### src/rtl/hbk_pkg.sv
package hbk_pkg;
  typedef enum logic [1:0] {
    MD_FREE   = 2'd0,
    MD_SRC_HI = 2'd1,
    MD_SRC_LO = 2'd2
  } hbk_mode_e;

  localparam int unsigned HBK_MIN_PERIOD = 2;
endpackage

### src/rtl/hbk_frame_timer.sv
module hbk_frame_timer
  import hbk_pkg::*;
#(
  parameter int unsigned CNT_W = 8
) (
  input  logic             clk,
  input  logic             rst_n,
  input  logic [CNT_W-1:0] period_i,
  output logic             run_o,
  output logic [CNT_W-1:0] cnt_o,
  output logic             half_o,
  output logic [CNT_W-1:0] per_q_o,
  output logic [CNT_W-1:0] per_nxt_o,
  output logic             load_o
);
  localparam logic [CNT_W-1:0] MIN_P = CNT_W'(HBK_MIN_PERIOD);

  function automatic logic [CNT_W-1:0] eff_period(input logic [CNT_W-1:0] p);
    return (p < MIN_P) ? MIN_P : p;
  endfunction

  logic             run_q;
  logic [CNT_W-1:0] cnt_q;
  logic             half_q;
  logic [CNT_W-1:0] per_q;
  logic             half_end;

  assign half_end  = (cnt_q == per_q - CNT_W'(1));
  assign load_o    = !run_q || (half_q && half_end);
  assign per_nxt_o = eff_period(period_i);

  always_ff @(posedge clk or negedge rst_n) begin
    if (!rst_n) begin
      run_q  <= 1'b0;
      cnt_q  <= '0;
      half_q <= 1'b0;
      per_q  <= MIN_P;
    end else if (load_o) begin
      run_q  <= 1'b1;
      cnt_q  <= '0;
      half_q <= 1'b0;
      per_q  <= per_nxt_o;
    end else if (half_end) begin
      cnt_q  <= '0;
      half_q <= 1'b1;
    end else begin
      cnt_q  <= cnt_q + CNT_W'(1);
    end
  end

  assign run_o   = run_q;
  assign cnt_o   = cnt_q;
  assign half_o  = half_q;
  assign per_q_o = per_q;

  AST_CNT_BELOW_PERIOD: assert property (@(posedge clk) disable iff (!rst_n)
    run_q |-> (cnt_q < per_q));
  AST_PERIOD_FLOOR: assert property (@(posedge clk) disable iff (!rst_n)
    per_q >= MIN_P);
  AST_HALF_ADVANCE: assert property (@(posedge clk) disable iff (!rst_n)
    (run_q && !half_q && half_end) |=> (half_q && cnt_q == '0));
  AST_FRAME_WRAP: assert property (@(posedge clk) disable iff (!rst_n)
    (run_q && half_q && half_end) |=> (!half_q && cnt_q == '0));
endmodule

### src/rtl/hbk_ontime_calc.sv
module hbk_ontime_calc #(
  parameter int unsigned CNT_W = 8
) (
  input  logic             clk,
  input  logic             rst_n,
  input  logic             load_i,
  input  logic [CNT_W-1:0] duty_i,
  input  logic [CNT_W-1:0] step_i,
  input  logic             upper_hi_i,
  input  logic [CNT_W-1:0] per_nxt_i,
  input  logic [CNT_W-1:0] per_q_i,
  output logic [CNT_W-1:0] on_hi_o,
  output logic [CNT_W-1:0] on_lo_o
);
  localparam int unsigned EXT_W = CNT_W + 1;

  function automatic logic [CNT_W-1:0] clamp_top(input logic [EXT_W-1:0] v,
                                                 input logic [CNT_W-1:0] lim);
    return (v > {1'b0, lim}) ? lim : v[CNT_W-1:0];
  endfunction

  function automatic logic [EXT_W-1:0] add_skew(input logic [CNT_W-1:0] d,
                                                input logic [CNT_W-1:0] s);
    return {1'b0, d} + {1'b0, s};
  endfunction

  function automatic logic [EXT_W-1:0] sub_skew(input logic [CNT_W-1:0] d,
                                                input logic [CNT_W-1:0] s);
    return (s > d) ? '0 : ({1'b0, d} - {1'b0, s});
  endfunction

  logic [CNT_W-1:0] lim;
  logic [CNT_W-1:0] long_t;
  logic [CNT_W-1:0] short_t;
  logic [CNT_W-1:0] on_hi_q;
  logic [CNT_W-1:0] on_lo_q;

  assign lim     = per_nxt_i - CNT_W'(1);
  assign long_t  = clamp_top(add_skew(duty_i, step_i), lim);
  assign short_t = clamp_top(sub_skew(duty_i, step_i), lim);

  always_ff @(posedge clk or negedge rst_n) begin
    if (!rst_n) begin
      on_hi_q <= '0;
      on_lo_q <= '0;
    end else if (load_i) begin
      on_hi_q <= upper_hi_i ? long_t : short_t;
      on_lo_q <= upper_hi_i ? short_t : long_t;
    end
  end

  assign on_hi_o = on_hi_q;
  assign on_lo_o = on_lo_q;

  AST_ON_BELOW_PERIOD: assert property (@(posedge clk) disable iff (!rst_n)
    load_i |=> (on_hi_q < per_q_i && on_lo_q < per_q_i));
  AST_HOLD_MIDFRAME: assert property (@(posedge clk) disable iff (!rst_n)
    !load_i |=> ($stable(on_hi_q) && $stable(on_lo_q)));
  AST_SKEW_TO_UPPER: assert property (@(posedge clk) disable iff (!rst_n)
    (load_i && upper_hi_i) |=> (on_hi_q >= on_lo_q));
  AST_SKEW_TO_LOWER: assert property (@(posedge clk) disable iff (!rst_n)
    (load_i && !upper_hi_i) |=> (on_lo_q >= on_hi_q));
endmodule

### src/rtl/hbk_mode_decode.sv
module hbk_mode_decode
  import hbk_pkg::*;
#(
  parameter int unsigned CNT_W = 8
) (
  input  logic             clk,
  input  logic             rst_n,
  input  logic             run_i,
  input  logic [CNT_W-1:0] cnt_i,
  input  logic             half_i,
  input  logic [CNT_W-1:0] on_hi_i,
  input  logic [CNT_W-1:0] on_lo_i,
  output logic             src_hi_o,
  output logic             freewheel_o,
  output logic             src_lo_o,
  output logic             frame_start_o,
  output logic             half_idx_o
);
  hbk_mode_e mode;
  logic      in_hi_pulse;
  logic      in_lo_pulse;

  assign in_hi_pulse = run_i && !half_i && (cnt_i < on_hi_i);
  assign in_lo_pulse = run_i &&  half_i && (cnt_i < on_lo_i);

  always_comb begin
    mode = MD_FREE;
    if (in_hi_pulse)      mode = MD_SRC_HI;
    else if (in_lo_pulse) mode = MD_SRC_LO;
  end

  assign src_hi_o      = (mode == MD_SRC_HI);
  assign src_lo_o      = (mode == MD_SRC_LO);
  assign freewheel_o   = (mode == MD_FREE);
  assign frame_start_o = run_i && !half_i && (cnt_i == '0);
  assign half_idx_o    = run_i && half_i;

  AST_ONE_MODE: assert property (@(posedge clk) disable iff (!rst_n)
    $countones({src_hi_o, freewheel_o, src_lo_o}) == 1);
  AST_HI_FIRST_HALF: assert property (@(posedge clk) disable iff (!rst_n)
    src_hi_o |-> !half_idx_o);
  AST_LO_SECOND_HALF: assert property (@(posedge clk) disable iff (!rst_n)
    src_lo_o |-> half_idx_o);
  AST_START_IN_HALF0: assert property (@(posedge clk) disable iff (!rst_n)
    frame_start_o |-> !half_idx_o);
endmodule

### src/rtl/hbk_frame_seq.sv
module hbk_frame_seq
  import hbk_pkg::*;
#(
  parameter int unsigned CNT_W = 8
) (
  input  logic             clk,
  input  logic             rst_n,
  input  logic [CNT_W-1:0] duty_i,
  input  logic [CNT_W-1:0] period_i,
  input  logic [CNT_W-1:0] step_i,
  input  logic             upper_hi_i,
  output logic             src_hi_o,
  output logic             freewheel_o,
  output logic             src_lo_o,
  output logic             frame_start_o,
  output logic             half_idx_o
);
  logic             run;
  logic [CNT_W-1:0] cnt;
  logic             half;
  logic [CNT_W-1:0] per_q;
  logic [CNT_W-1:0] per_nxt;
  logic             load;
  logic [CNT_W-1:0] on_hi;
  logic [CNT_W-1:0] on_lo;

  hbk_frame_timer #(.CNT_W(CNT_W)) u_timer (
    .clk       (clk),
    .rst_n     (rst_n),
    .period_i  (period_i),
    .run_o     (run),
    .cnt_o     (cnt),
    .half_o    (half),
    .per_q_o   (per_q),
    .per_nxt_o (per_nxt),
    .load_o    (load)
  );

  hbk_ontime_calc #(.CNT_W(CNT_W)) u_ontime (
    .clk        (clk),
    .rst_n      (rst_n),
    .load_i     (load),
    .duty_i     (duty_i),
    .step_i     (step_i),
    .upper_hi_i (upper_hi_i),
    .per_nxt_i  (per_nxt),
    .per_q_i    (per_q),
    .on_hi_o    (on_hi),
    .on_lo_o    (on_lo)
  );

  hbk_mode_decode #(.CNT_W(CNT_W)) u_decode (
    .clk           (clk),
    .rst_n         (rst_n),
    .run_i         (run),
    .cnt_i         (cnt),
    .half_i        (half),
    .on_hi_i       (on_hi),
    .on_lo_i       (on_lo),
    .src_hi_o      (src_hi_o),
    .freewheel_o   (freewheel_o),
    .src_lo_o      (src_lo_o),
    .frame_start_o (frame_start_o),
    .half_idx_o    (half_idx_o)
  );

  AST_FIRST_FRAME: assert property (@(posedge clk) disable iff (!rst_n)
    !run |=> frame_start_o);
endmodule

### config.mk
export PLATFORM = sky130hd
export DESIGN_NAME = hbk_frame_seq
export DESIGN_NICKNAME = d
export VERILOG_FILES = /design/src/rtl/hbk_pkg.sv /design/src/rtl/hbk_frame_timer.sv /design/src/rtl/hbk_ontime_calc.sv /design/src/rtl/hbk_mode_decode.sv /design/src/rtl/hbk_frame_seq.sv
export SDC_FILE = /design/constraint.sdc
export NUM_CORES = 1
export LEC_CHECK = 0
export BUFFER_PORTS_ARGS = -buffer_cell sky130_fd_sc_hd__buf_2
export CAP_MARGIN = 20
export CORE_MARGIN = 8
export CORE_UTILIZATION = 24
export CTS_CLUSTER_DIAMETER = 60
export DETAILED_ROUTE_END_ITERATION = 16
export GPL_ROUTABILITY_DRIVEN = 0
export PLACE_DENSITY = 0.39
export REMOVE_ABC_BUFFERS = 1
export SLEW_MARGIN = 20
export SYNTH_ARGS = -nofsm -noshare
export SYNTH_HDL_FRONTEND = slang
export SYNTH_SLANG_ARGS = --single-unit
### constraint.sdc
create_clock -name clk -period 2.9 [get_ports clk]
set_clock_uncertainty 0.2 [all_clocks]
set_input_delay 0.29 -clock clk [delete_from_list [all_inputs] [get_ports clk]]
set_output_delay 0.29 -clock clk [all_outputs]
set_load 0.02 [all_outputs]
==> key figures, run 1 <==
Global route
  – Initial antenna violation count: 0
  – Number of global-route vias before repair: 3668
  – Pin count of the biggest net entering global routing: 35
  – Remaining global-route overflow: 0
  – First-pass GRT wire length: 17700 um
  – GRT Util Overall: 11.5%

CTS
  – TritonCTS Buffers: 5
  – CTS root buf: clkbuf_16
  – H-tree Lvls: 2
  – Max clock buf depth: 2
  – Clk sinks: 34
  – CTS tree: built
  – Clk slew on worst S/H paths: 0.06 ns
  – Worst-Skew Late Latency: 0.28 ns

Worst setup path
  – CP required: about 2.9 ns
  – CP top delay family: compound AO/OA/AOI/OAI gates
  – Startpoint Class: input pin
  – Crit Path Max Fanout: 5
  – Slowest CP cell: or3_4
  – Slowest stage delay, CP: 0.38 ns
  – Worst-path cell chain: buf_2 > buf_4 > or3_4 > or3_4 > o31ai_1 > buf_4 > ha_1 > nand3_2 > buf_4 > a32oi_1 > a221oi_2 > a21boi_2 > buf_6 > mux2i_4 > nor3_2 > a221o_1
  – Critical Path End Type: register
  – Most frequent CP cell: buf_4
  – Crit Path Category: in2reg
  – Crit path arrival time: 3.48 ns
  – Worst Path Buf+Inv: 5

Synth
  – Post-synth ARST share: 100%
  – Syn Area/Cell: between 8 and 9 um2
  – Post-synth top cells: nand2_1 (49), ha_1 (48), inv_1 (46), nor2_1 (41), dfrtp_1 (33)
  – Ys Warns: 0
  – Cell taking the most area after synthesis: dfrtp_1
  – Yosys top cell area share: 23.5%
  – Seq cells post-synth: 34
  – Syn Std Cell Area: 0.00351 mm2
  – Number of synthesized flops with an enable pin: 0
  – Most common flop cell mapped by yosys: dfrtp_1
  – Sequential fraction of the synthesis area: 24.2%
  – Post-Syn Instances: 421
  – Most frequent cell after synthesis: nand2_1
  – Area contributors post-synth: dfrtp_1 (23%), ha_1 (17%), nand2_1 (5.2%), xnor2_1 (5.0%), inv_1 (4.9%)
  – Netlist cell types: 62

Placed design
  – Pre-CTS setup slack: -1.24 ns
  – Placed Area: 0.00482 mm2
  – Detail Placement HPWL: 8370 um
  – Buffers on Ports: 31
  – Placed insts: 750

Finish
  – Fin nets: 670
  – Fillers: between 1000 and 1500
  – Area delta synth->final: 63.2%
  – # diodes: 0
  – Share of cells above drive strength 1: 48.5%
  – Design Area, Final: around 0.0057 mm2
  – Final cell count without fillers: between 700 and 800

Die
  – Die H: 137 um
  – Initial core utilization: 24.4%
  – Row count: 44
  – Die Wd: 137 um
  – Die area: 0.0188 mm2
  – I/O Pins: 32
  – Placeable Area: 0.0144 mm2

Routing
  – Drt first pass iters: 4
  – Final WL: about 11000 um
  – Vias/cell: 4.43
  – Remaining DRCs: 0
  – Routed via count: 3448
  – Wire per inst: 13.6 um
  – Initial DRC count: 100
  – Post-route ant nets: 0

Timing
  – Relative slew slack: 46.3%
  – Count of pins over their slew limit: 0
  – Worst-Margin Slew: 0.805 ns
  – Post-route clock period utilization: 121%
  – Setup_tns: -8.84 ns
  – Final Hold Vio Count: 0
  – Final WS setup: -0.615 ns
  – RSZ-0062 raised after global routing: true
  – Crit path time final: 3.51 ns
  – FMAX: 285 MHz
  – Final setup fails: 19

Status
  – Failing checks: negative setup slack
  – Outcome: finished with violations

Power and ir drop
  – P_leak: 2.82 nW
  – Pwr dens: 423 mW/mm2
  – Final Total Pwr: 0.00243 W
  – Peak VDD IR: 238 uV

Hold path
  – Hold Path Class: in2reg

Flow run
  – Max-Cap Viols: 0
## layer usage
metal / global-route usage [%] / vias to the layer above / wire [um]
li1: - / 1807 / -
met1: 14.0 / 1602 / 4880
met2: 21.1 / 32 / 5360
met3: 1.14 / 7 / 195
met4: 2.78 / 0 / 113
met5: 0 / - / 0
## repair_timing
action / in CTS / in global routing
gates cloned: 0 / 2
setup buffers: 16 / 7
setup endpoints to repair: 25 / 33
hold buffers: 1 / 0
resized for setup: 91 / 53
endpoints found under the hold margin: 33 / 0
pin swaps: 58 / 41
## kinds of logic (layout without fill, tap and decap cells)
kind of cell / after synthesis / count (layout) / synth area share, %
AOI/OAI and AO/OA: 96 / 97 / 20.5
buffers and inverters: 60 / 232 / 6.62
muxes: 11 / 11 / 3.49
adders and majority gates: 50 / 50 / 18.2
xor gates and xnor gates: 31 / 31 / 7.73
and+or+nand+nor: 138 / 138 / 19.1
other: 1 / 1 / 0.107
DFF: 34 / 34 / 24.2
## where the power goes
part	switching (W)	internal (W)
Clock	0.000198	0.000340
Combinational	0.000596	0.000697
Sequential	0.0000508	0.000543
## worst reg2reg max path: cells and delay by family (launching register included)
kind	cells	cell delay, ns
AOI/OAI and AO/OA	4	0.72
xor gates and xnor gates	1	0.14
adders and majority gates	1	0.17
buffers and inverters	3	0.36
DFF	1	0.54
and+or+nand+nor	3	0.55
## layout make-up
class                           count  area [um2]  share of cell area [%]
Clock inverter                      2        12.5                   0.218
Clock buffer                        6         139                    2.42
Tap cell                          184         230                    4.01
Multi-Input combinational cell    328        2940                    51.3
Inverter                           48         185                    3.23
Timing Repair Buffer              176        1370                    24.0
Sequential cell                    34         852                    14.9
## flip-flops by register name, indices dropped and copies added, names as in the netlist
register          count
u_timer.run_o         1
u_timer.cnt_o         8
u_ontime.on_hi_o      8
u_timer.half_o        1
u_timer.per_q_o       8
u_ontime.on_lo_o      8
## worst paths after layout
kind,to,cells past startpoint,slack [ns],startpoint
worst max register to register,u_ontime.on_hi_o[0]$_DFFE_PN0N_,12,0.11,u_timer.per_q_o[1]$_DFFE_PN1N_
worst min-delay path,u_timer.per_q_o[5]$_DFFE_PN0N_,4,0.17,period_i[5]
worst max-delay path,u_ontime.on_lo_o[5]$_DFFE_PN0N_,16,-0.61,period_i[2]
worst min register to register,u_ontime.on_hi_o[2]$_DFFE_PN0N_,2,0.29,u_ontime.on_hi_o[2]$_DFFE_PN0N_
max in group asynchronous,u_ontime.on_lo_o[6]$_DFFE_PN0N_,2,1.53,rst_n
min in group asynchronous,u_ontime.on_hi_o[1]$_DFFE_PN0N_,2,0.45,rst_n
## through the flow
step	hold WS (ns)	utilization (%)
floorplan	-0.206	-
global placement	0.216	33.4
detailed placement	0.226	33.4
CTS	0.151	37.7
global route	0.193	39.8
finish	0.172	39.8
## cells in the final DEF (no fill, tap or decap), types with 3 or more instances in the layout
cell type    n
ha_2         3
xnor2_2      4
a21oi_2      7
inv_1       39
ha_4         5
dfrtp_1     33
nand3_1      7
nor2_1      30
nand2b_1     7
inv_2        7
nor3_1       4
mux2_4       3
xor2_2       3
a21o_1      17
o21ai_2      3
o221ai_2     5
buf_4      132
and3_1       3
xnor2_1     16
clkbuf_16    6
nand2_2      5
ha_1        40
a21oi_1     10
nor3_2       4
xor2_1       8
buf_2       24
o21ai_1      9
nand2_1     44
buf_6       14
nor2_2      11
a221oi_2     4
mux2i_4      5
and4_1       3
o211ai_1     6
(Power assumes the default switching activity.)
==> run 2: changes to the inputs <==
--- a/config.mk
+++ b/config.mk
@@ -9,7 +9,7 @@
 export CAP_MARGIN = 20
 export CORE_MARGIN = 8
 export CORE_UTILIZATION = 24
-export CTS_CLUSTER_DIAMETER = 60
+export CTS_CLUSTER_DIAMETER = 200
 export DETAILED_ROUTE_END_ITERATION = 16
 export GPL_ROUTABILITY_DRIVEN = 0
 export PLACE_DENSITY = 0.39
==> constraint.sdc (replaced) <==
create_clock -name clk -period 2.9 [get_ports clk]
set_clock_uncertainty 0.2 [all_clocks]
set_input_delay 0.58 -clock clk [delete_from_list [all_inputs] [get_ports clk]]
set_output_delay 0.58 -clock clk [all_outputs]
set_load 0.02 [all_outputs]
==> key figures, run 2 (same netlist as run 1, synthesis figures left out) <==
Status
  – Outcome: finished with violations
  – Failing checks: negative setup slack

Finish
  – Area delta synth->final: 63.7%
  – Most frequent cells in the layout: buf_4 (140), nand2_1 (45), inv_1 (43)
  – Design Area, Final: 0.00575 mm2
  – Most common cell after layout, fill and taps aside: buf_4
  – Final cell count without fillers: 782
  – Share of cells above drive strength 1: between 40% and 50%
  – # diodes: 0
  – Fillers: about 1500
  – Fin nets: approximately 670

Worst setup path
  – R2R depth: 13
  – Slowest CP cell: or3_4
  – CP required: 2.86 ns
  – Slowest stage delay, CP: 0.42 ns
  – Crit Path Category: in2reg
  – Crit Path Max Fanout: 5
  – CP Depth: 16
  – Worst-path cell chain: buf_2 > buf_6 > or3_4 > or3_4 > mux2_4 > inv_2 > ha_2 > a21o_1 > a21oi_2 > o211ai_1 > a221oi_2 > a21boi_2 > buf_6 > mux2i_4 > nor3_2 > a221o_1
  – Worst Path Buf+Inv: 4
  – Startpoint Class: input pin
  – Crit path arrival time: about 3.7 ns
  – CP top delay family: compound AO/OA/AOI/OAI gates
  – Critical Path End Type: register

Routing
  – Final WL: 10800 um
  – Vias/cell: between 4 and 5
  – Routed via count: approximately 3500
  – Remaining DRCs: 0
  – Post-route ant nets: 0
  – Drt first pass iters: 4
  – Initial DRC count: ~130
  – Wire per inst: approximately 14 um

Timing
  – Crit path time final: 3.78 ns
  – Count of pins over their slew limit: 0
  – Final WS setup: -0.876 ns
  – Final Hold Vio Count: 0
  – FMAX: 265 MHz
  – Relative slew slack: a little under half
  – Worst-Margin Slew: 0.782 ns
  – RSZ-0062 raised after global routing: true
  – Final setup fails: 19
  – Post-route clock period utilization: 130%

Placed design
  – Placed Area: 0.00485 mm2
  – Placed insts: 754
  – Buffers on Ports: 31
  – Detail Placement HPWL: 8470 um

Die
  – Row count: 44
  – Die H: 137 um
  – Initial core utilization: 24.4%
  – Die area: 0.0188 mm2
  – I/O Pins: 32
  – Die Wd: 137 um
  – Placeable Area: 0.0144 mm2

Flow run
  – Max-Cap Viols: 0

CTS
  – Max clock buf depth: 2
  – CTS tree: built
  – Worst-Skew Late Latency: 0.28 ns
  – TritonCTS Buffers: 5
  – CTS root buf: clkbuf_16
  – Clk sinks: 34
  – H-tree Lvls: 2
  – Clk slew on worst S/H paths: 0.06 ns

Global route
  – GRT Util Overall: 11.6%
  – Number of global-route vias before repair: 3563
  – First-pass GRT wire length: 17500 um
  – Pin count of the biggest net entering global routing: 35
  – Initial antenna violation count: 0
  – Remaining global-route overflow: 0

Power and ir drop
  – Peak VDD IR: between 200 and 250 uV
  – Pwr dens: 425 mW/mm2
  – P_leak: 2.82 nW

Hold path
  – Hold Path Class: in2async
## run 2: metrics by stage
| stage | util [%] | hold WS [ns] | setup TNS, ns | total power (W) | worst slack (ns) |
|---|---|---|---|---|---|
| finish | 39.9 | 0.184 | -14.02 | 0.00245 | -0.876 |
| global route | 39.9 | 0.265 | -17.11 | 0.00261 | -1.03 |
| CTS | 37.8 | 0.227 | -15.09 | 0.00235 | -0.917 |
| detailed placement | 33.6 | 0.283 | -24.78 | 0.00161 | -1.53 |
| global placement | 33.6 | 0.285 | -23.61 | 0.00160 | -1.47 |
| floorplan | - | 0.0844 | -29.31 | 0.00113 | -1.82 |
## run 2: report_power, final
group / switching, W / total [W] / internal (W)
Sequential: 0.0000487 / 0.000592 / 0.000543
Combinational: 0.000599 / 0.00131 / 0.000716
Clock: 0.000200 / 0.000540 / 0.000341
## run 2: repair_timing
action	CTS	global route
hold buffers	0	0
buffers inserted	15	10
pin swaps	46	39
resized for setup	87	52
setup endpoints to repair	26	27
## run 2: path summary, 6_finish.rpt
kind	end	startpoint	slack (ns)
min reg2reg	u_ontime.on_lo_o[4]$_DFFE_PN0N_	u_ontime.on_lo_o[4]$_DFFE_PN0N_	0.30
min	u_timer.cnt_o[7]$_DFF_PN0_	rst_n	0.18
max reg2reg	u_ontime.on_lo_o[0]$_DFFE_PN0N_	u_timer.per_q_o[1]$_DFFE_PN1N_	0.06
min in group clk	u_ontime.on_lo_o[4]$_DFFE_PN0N_	u_ontime.on_lo_o[4]$_DFFE_PN0N_	0.30
max in group asynchronous	u_ontime.on_lo_o[4]$_DFFE_PN0N_	rst_n	1.82
max	u_ontime.on_lo_o[5]$_DFFE_PN0N_	period_i[2]	-0.88
## run 2: worst register-to-register path: stages (launching register included)
cell	delay, ns
dfstp_2	0.56
inv_1	0.05
ha_1	0.19
nor3b_2	0.18
nand2b_1	0.15
o211ai_1	0.08
o21ai_0	0.11
o21ai_1	0.16
o211ai_1	0.21
o21ai_1	0.18
buf_4	0.20
nand2_1	0.15
buf_4	0.19
o221ai_2	0.16
## run 2: layout make-up
class | count | area (um2) | area share [%]
sequential | 34 | 852 | 14.8
clock inverter | 1 | 5.00 | 0.0870
multi-input combinational | 327 | 2940 | 51.2
clock buffer | 7 | 143 | 2.48
timing repair buffer | 181 | 1390 | 24.2
tap | 184 | 230 | 4.00
inverter | 48 | 188 | 3.26
## run 2: metal layers
metal / global-route usage, % / routed length [um] / part of all wire [%] / vias to the layer above
li1: - / - / - / 1811
met1: 13.7 / 4870 / 45 / 1611
met2: 20.9 / 5440 / 50 / 38
met3: 1.25 / 203 / 1.9 / 14
met4: 4.41 / 266 / 2.5 / 0
met5: 0 / 0 / 0 / -
==> run 3: changes to the inputs <==
--- a/config.mk
+++ b/config.mk
@@ -8,11 +8,13 @@
 export BUFFER_PORTS_ARGS = -buffer_cell sky130_fd_sc_hd__buf_2
 export CAP_MARGIN = 20
 export CORE_MARGIN = 8
-export CORE_UTILIZATION = 24
+export CORE_UTILIZATION = 56
+export CTS_BUF_LIST = sky130_fd_sc_hd__clkbuf_4
 export CTS_CLUSTER_DIAMETER = 200
 export DETAILED_ROUTE_END_ITERATION = 16
 export GPL_ROUTABILITY_DRIVEN = 0
-export PLACE_DENSITY = 0.39
+export PLACE_DENSITY = 0.78
+export RECOVER_POWER = 50
 export REMOVE_ABC_BUFFERS = 1
 export SLEW_MARGIN = 20
 export SYNTH_ARGS = -nofsm -noshare
==> key figures, run 3 (same netlist as run 1, synthesis figures left out) <==
Status
  – Outcome: finished with violations
  – Failing checks: max-capacitance violations, max-slew violations, negative setup slack

Timing
  – FMAX: 240 MHz
  – Count of pins over their slew limit: 35
  – Final WS setup: -1.27 ns
  – Relative slew slack: -22.4%
  – Crit path time final: about 4.2 ns
  – RSZ-0062 raised after global routing: true
  – Post-route clock period utilization: 144%
  – Final setup fails: 20
  – Final Hold Vio Count: 0
  – Worst-Margin Slew: 1.84 ns
  – Fin Hold WS: 0.321 ns

CTS
  – H-tree Lvls: 2
  – Clk sinks: 34
  – Worst-Skew Late Latency: around 0.35 ns
  – Hold-fix buffers, CTS: 0
  – Max clock buf depth: 2
  – CTS root buf: clkbuf_4
  – Clk slew on worst S/H paths: 0.11 ns
  – TritonCTS Buffers: 5
  – CTS tree: built

Placed design
  – Placed Area: about 0.0046 mm2
  – Detail Placement HPWL: 7650 um
  – Buffers on Ports: 31
  – Pre-CTS setup slack: -1.48 ns

Worst setup path
  – Worst-path cell chain: buf_2 > inv_1 > ha_1 > buf_4 > inv_1 > nand2_1 > o311ai_4 > buf_4 > xnor2_1 > ha_1 > nand3_2 > buf_4 > a32oi_2 > a221oi_2 > a21boi_2 > buf_6 > mux2i_4 > nor3_2 > a221o_1
  – Critical Path End Type: register
  – Slowest stage delay, CP: 0.43 ns
  – CP top delay family: compound AO/OA/AOI/OAI gates
  – Crit Path Category: in2reg
  – Slowest CP cell: xnor2_1
  – Most frequent CP cell: buf_4
  – Worst Path Buf+Inv: 7
  – Crit Path Max Fanout: 6
  – CP required: 2.93 ns
  – Startpoint Class: input pin
  – Crit path arrival time: 4.20 ns

Power and ir drop
  – P_int: ~0.0014 W
  – Comb power frac: 63.6%
  – Peak VDD IR: 362 uV
  – Flop pwr share: 25.0%
  – Clock Power Share: around 11%
  – Switching Power: 0.00102 W
  – P_leak: 2.83 nW
  – Sw frac: 42.4%
  – Final Total Pwr: 0.00240 W
  – Pwr dens: approximately 420 mW/mm2

Routing
  – Initial DRC count: 457
  – Post-route ant nets: 0
  – Remaining DRCs: 0
  – Wire per inst: roughly 24 um
  – Vias/cell: 6.74
  – Final WL: roughly 16000 um
  – Routed via count: 4540
  – Drt first pass iters: 5

Die
  – Die H: 95.2 um
  – I/O Pins: 32
  – Die area: 0.00907 mm2
  – Row count: 29
  – Initial core utilization: 56.6%
  – Placeable Area: 0.00620 mm2
  – Die Wd: 95.2 um

Finish
  – Design Area, Final: 0.00571 mm2
  – # diodes: 0
  – Finished Core Util: 92.0%
  – Most frequent cells in the layout: buf_4 (138), nand2_1 (42), inv_1 (37), ha_1 (37)
  – Share of cells above drive strength 1: 51.4%
  – Area delta synth->final: 62.3%
  – Fin nets: about 670
  – Most common cell after layout, fill and taps aside: buf_4

Global route
  – Number of global-route vias before repair: roughly 4100
  – Initial antenna violation count: 0
  – GRT Util Overall: 25.7%
  – Pin count of the biggest net entering global routing: 35
  – First-pass GRT wire length: between 15000 and 20000 um
  – Remaining global-route overflow: 0

Hold path
  – Hold Path Class: reg2reg

Flow run
  – Max-Cap Viols: 1
run 3: changes by cell type in the layout (fill, tap and decap cells not counted), moves of 3 or more:
| cell | before | now |
|---|---|---|
| nand2_1 | 45 | 42 |
| inv_1 | 43 | 37 |
| buf_2 | 24 | 21 |
| inv_2 | 3 | 9 |
| nor2_2 | 10 | 6 |
| clkbuf_16 | 5 | 0 |
| nor3b_2 | 3 | 0 |
| nor3b_4 | 0 | 3 |
| clkbuf_4 | 0 | 6 |
| nor2_4 | 0 | 4 |
| buf_6 | 12 | 15 |
| ha_2 | 4 | 1 |
| ha_4 | 6 | 10 |
run 3: metrics by stage:
step           cells  TNS (ns)
2_1_floorplan    409    -29.31
6_report         674    -20.14
4_1_cts          655    -13.04
3_3_place_gp     631    -20.69
3_5_place_dp     631    -23.70
5_1_grt          674    -21.48
run 3: cell type report:
cell class              instances  area, um2
multi-input cells             327       3120
repair buffers                180       1390
flip-flops and latches         34        853
fillers                       183        499
inverters                      48        185
well taps                      77       96.3
clock buffers                   6       45.0
clock inverters                 2       8.76
run 3: power groups by stage:
stage	Sequential [W]	Combinational, W	Clock (W)
after floorplan	0.000587	0.000546	0
after global placement	0.000592	0.000904	0
after detailed placement	0.000598	0.000948	0
after CTS	0.000588	0.00115	0.000259
after global routing	0.000607	0.00160	0.000292
final	0.000601	0.00153	0.000274
run 3: path summary, 6_finish.rpt:
path	startpoint	end	slack, ns	cells past startpoint
worst max register to register	u_timer.per_q_o[2]$_DFFE_PN0N_	u_ontime.on_lo_o[7]$_DFFE_PN0N_	-0.17	10
worst min-delay path	u_ontime.on_lo_o[2]$_DFFE_PN0N_	u_ontime.on_lo_o[2]$_DFFE_PN0N_	0.32	2
min in group asynchronous	rst_n	u_timer.per_q_o[5]$_DFFE_PN0N_	0.50	1
max in group asynchronous	rst_n	u_timer.per_q_o[0]$_DFFE_PN0N_	0.80	1
worst min register to register	u_ontime.on_lo_o[2]$_DFFE_PN0N_	u_ontime.on_lo_o[2]$_DFFE_PN0N_	0.32	2
worst max-delay path	step_i[4]	u_ontime.on_lo_o[5]$_DFFE_PN0N_	-1.27	19
run 3: tightest hold or removal path, cell delays in order, from the launching register on:
cell and delay [ns]:
dfrtp_1 0.37, nand2_1 0.07, o221ai_2 0.05
run 3: timing repair:
| item | in CTS | in global routing |
|---|---|---|
| pin swaps | 59 | 44 |
| buffers inserted | 16 | 18 |
| hold endpoints to repair | 0 | 0 |
| gates cloned | 0 | 1 |
| resized for setup | 98 | 82 |
| endpoints found under the setup margin | 22 | 27 |
run 3: layer usage:
metal	global-route usage, %	wire [um]
met1	24.9	5390
met2	48.4	7820
met3	3.78	1560
met4	18.9	1660
met5	0	0
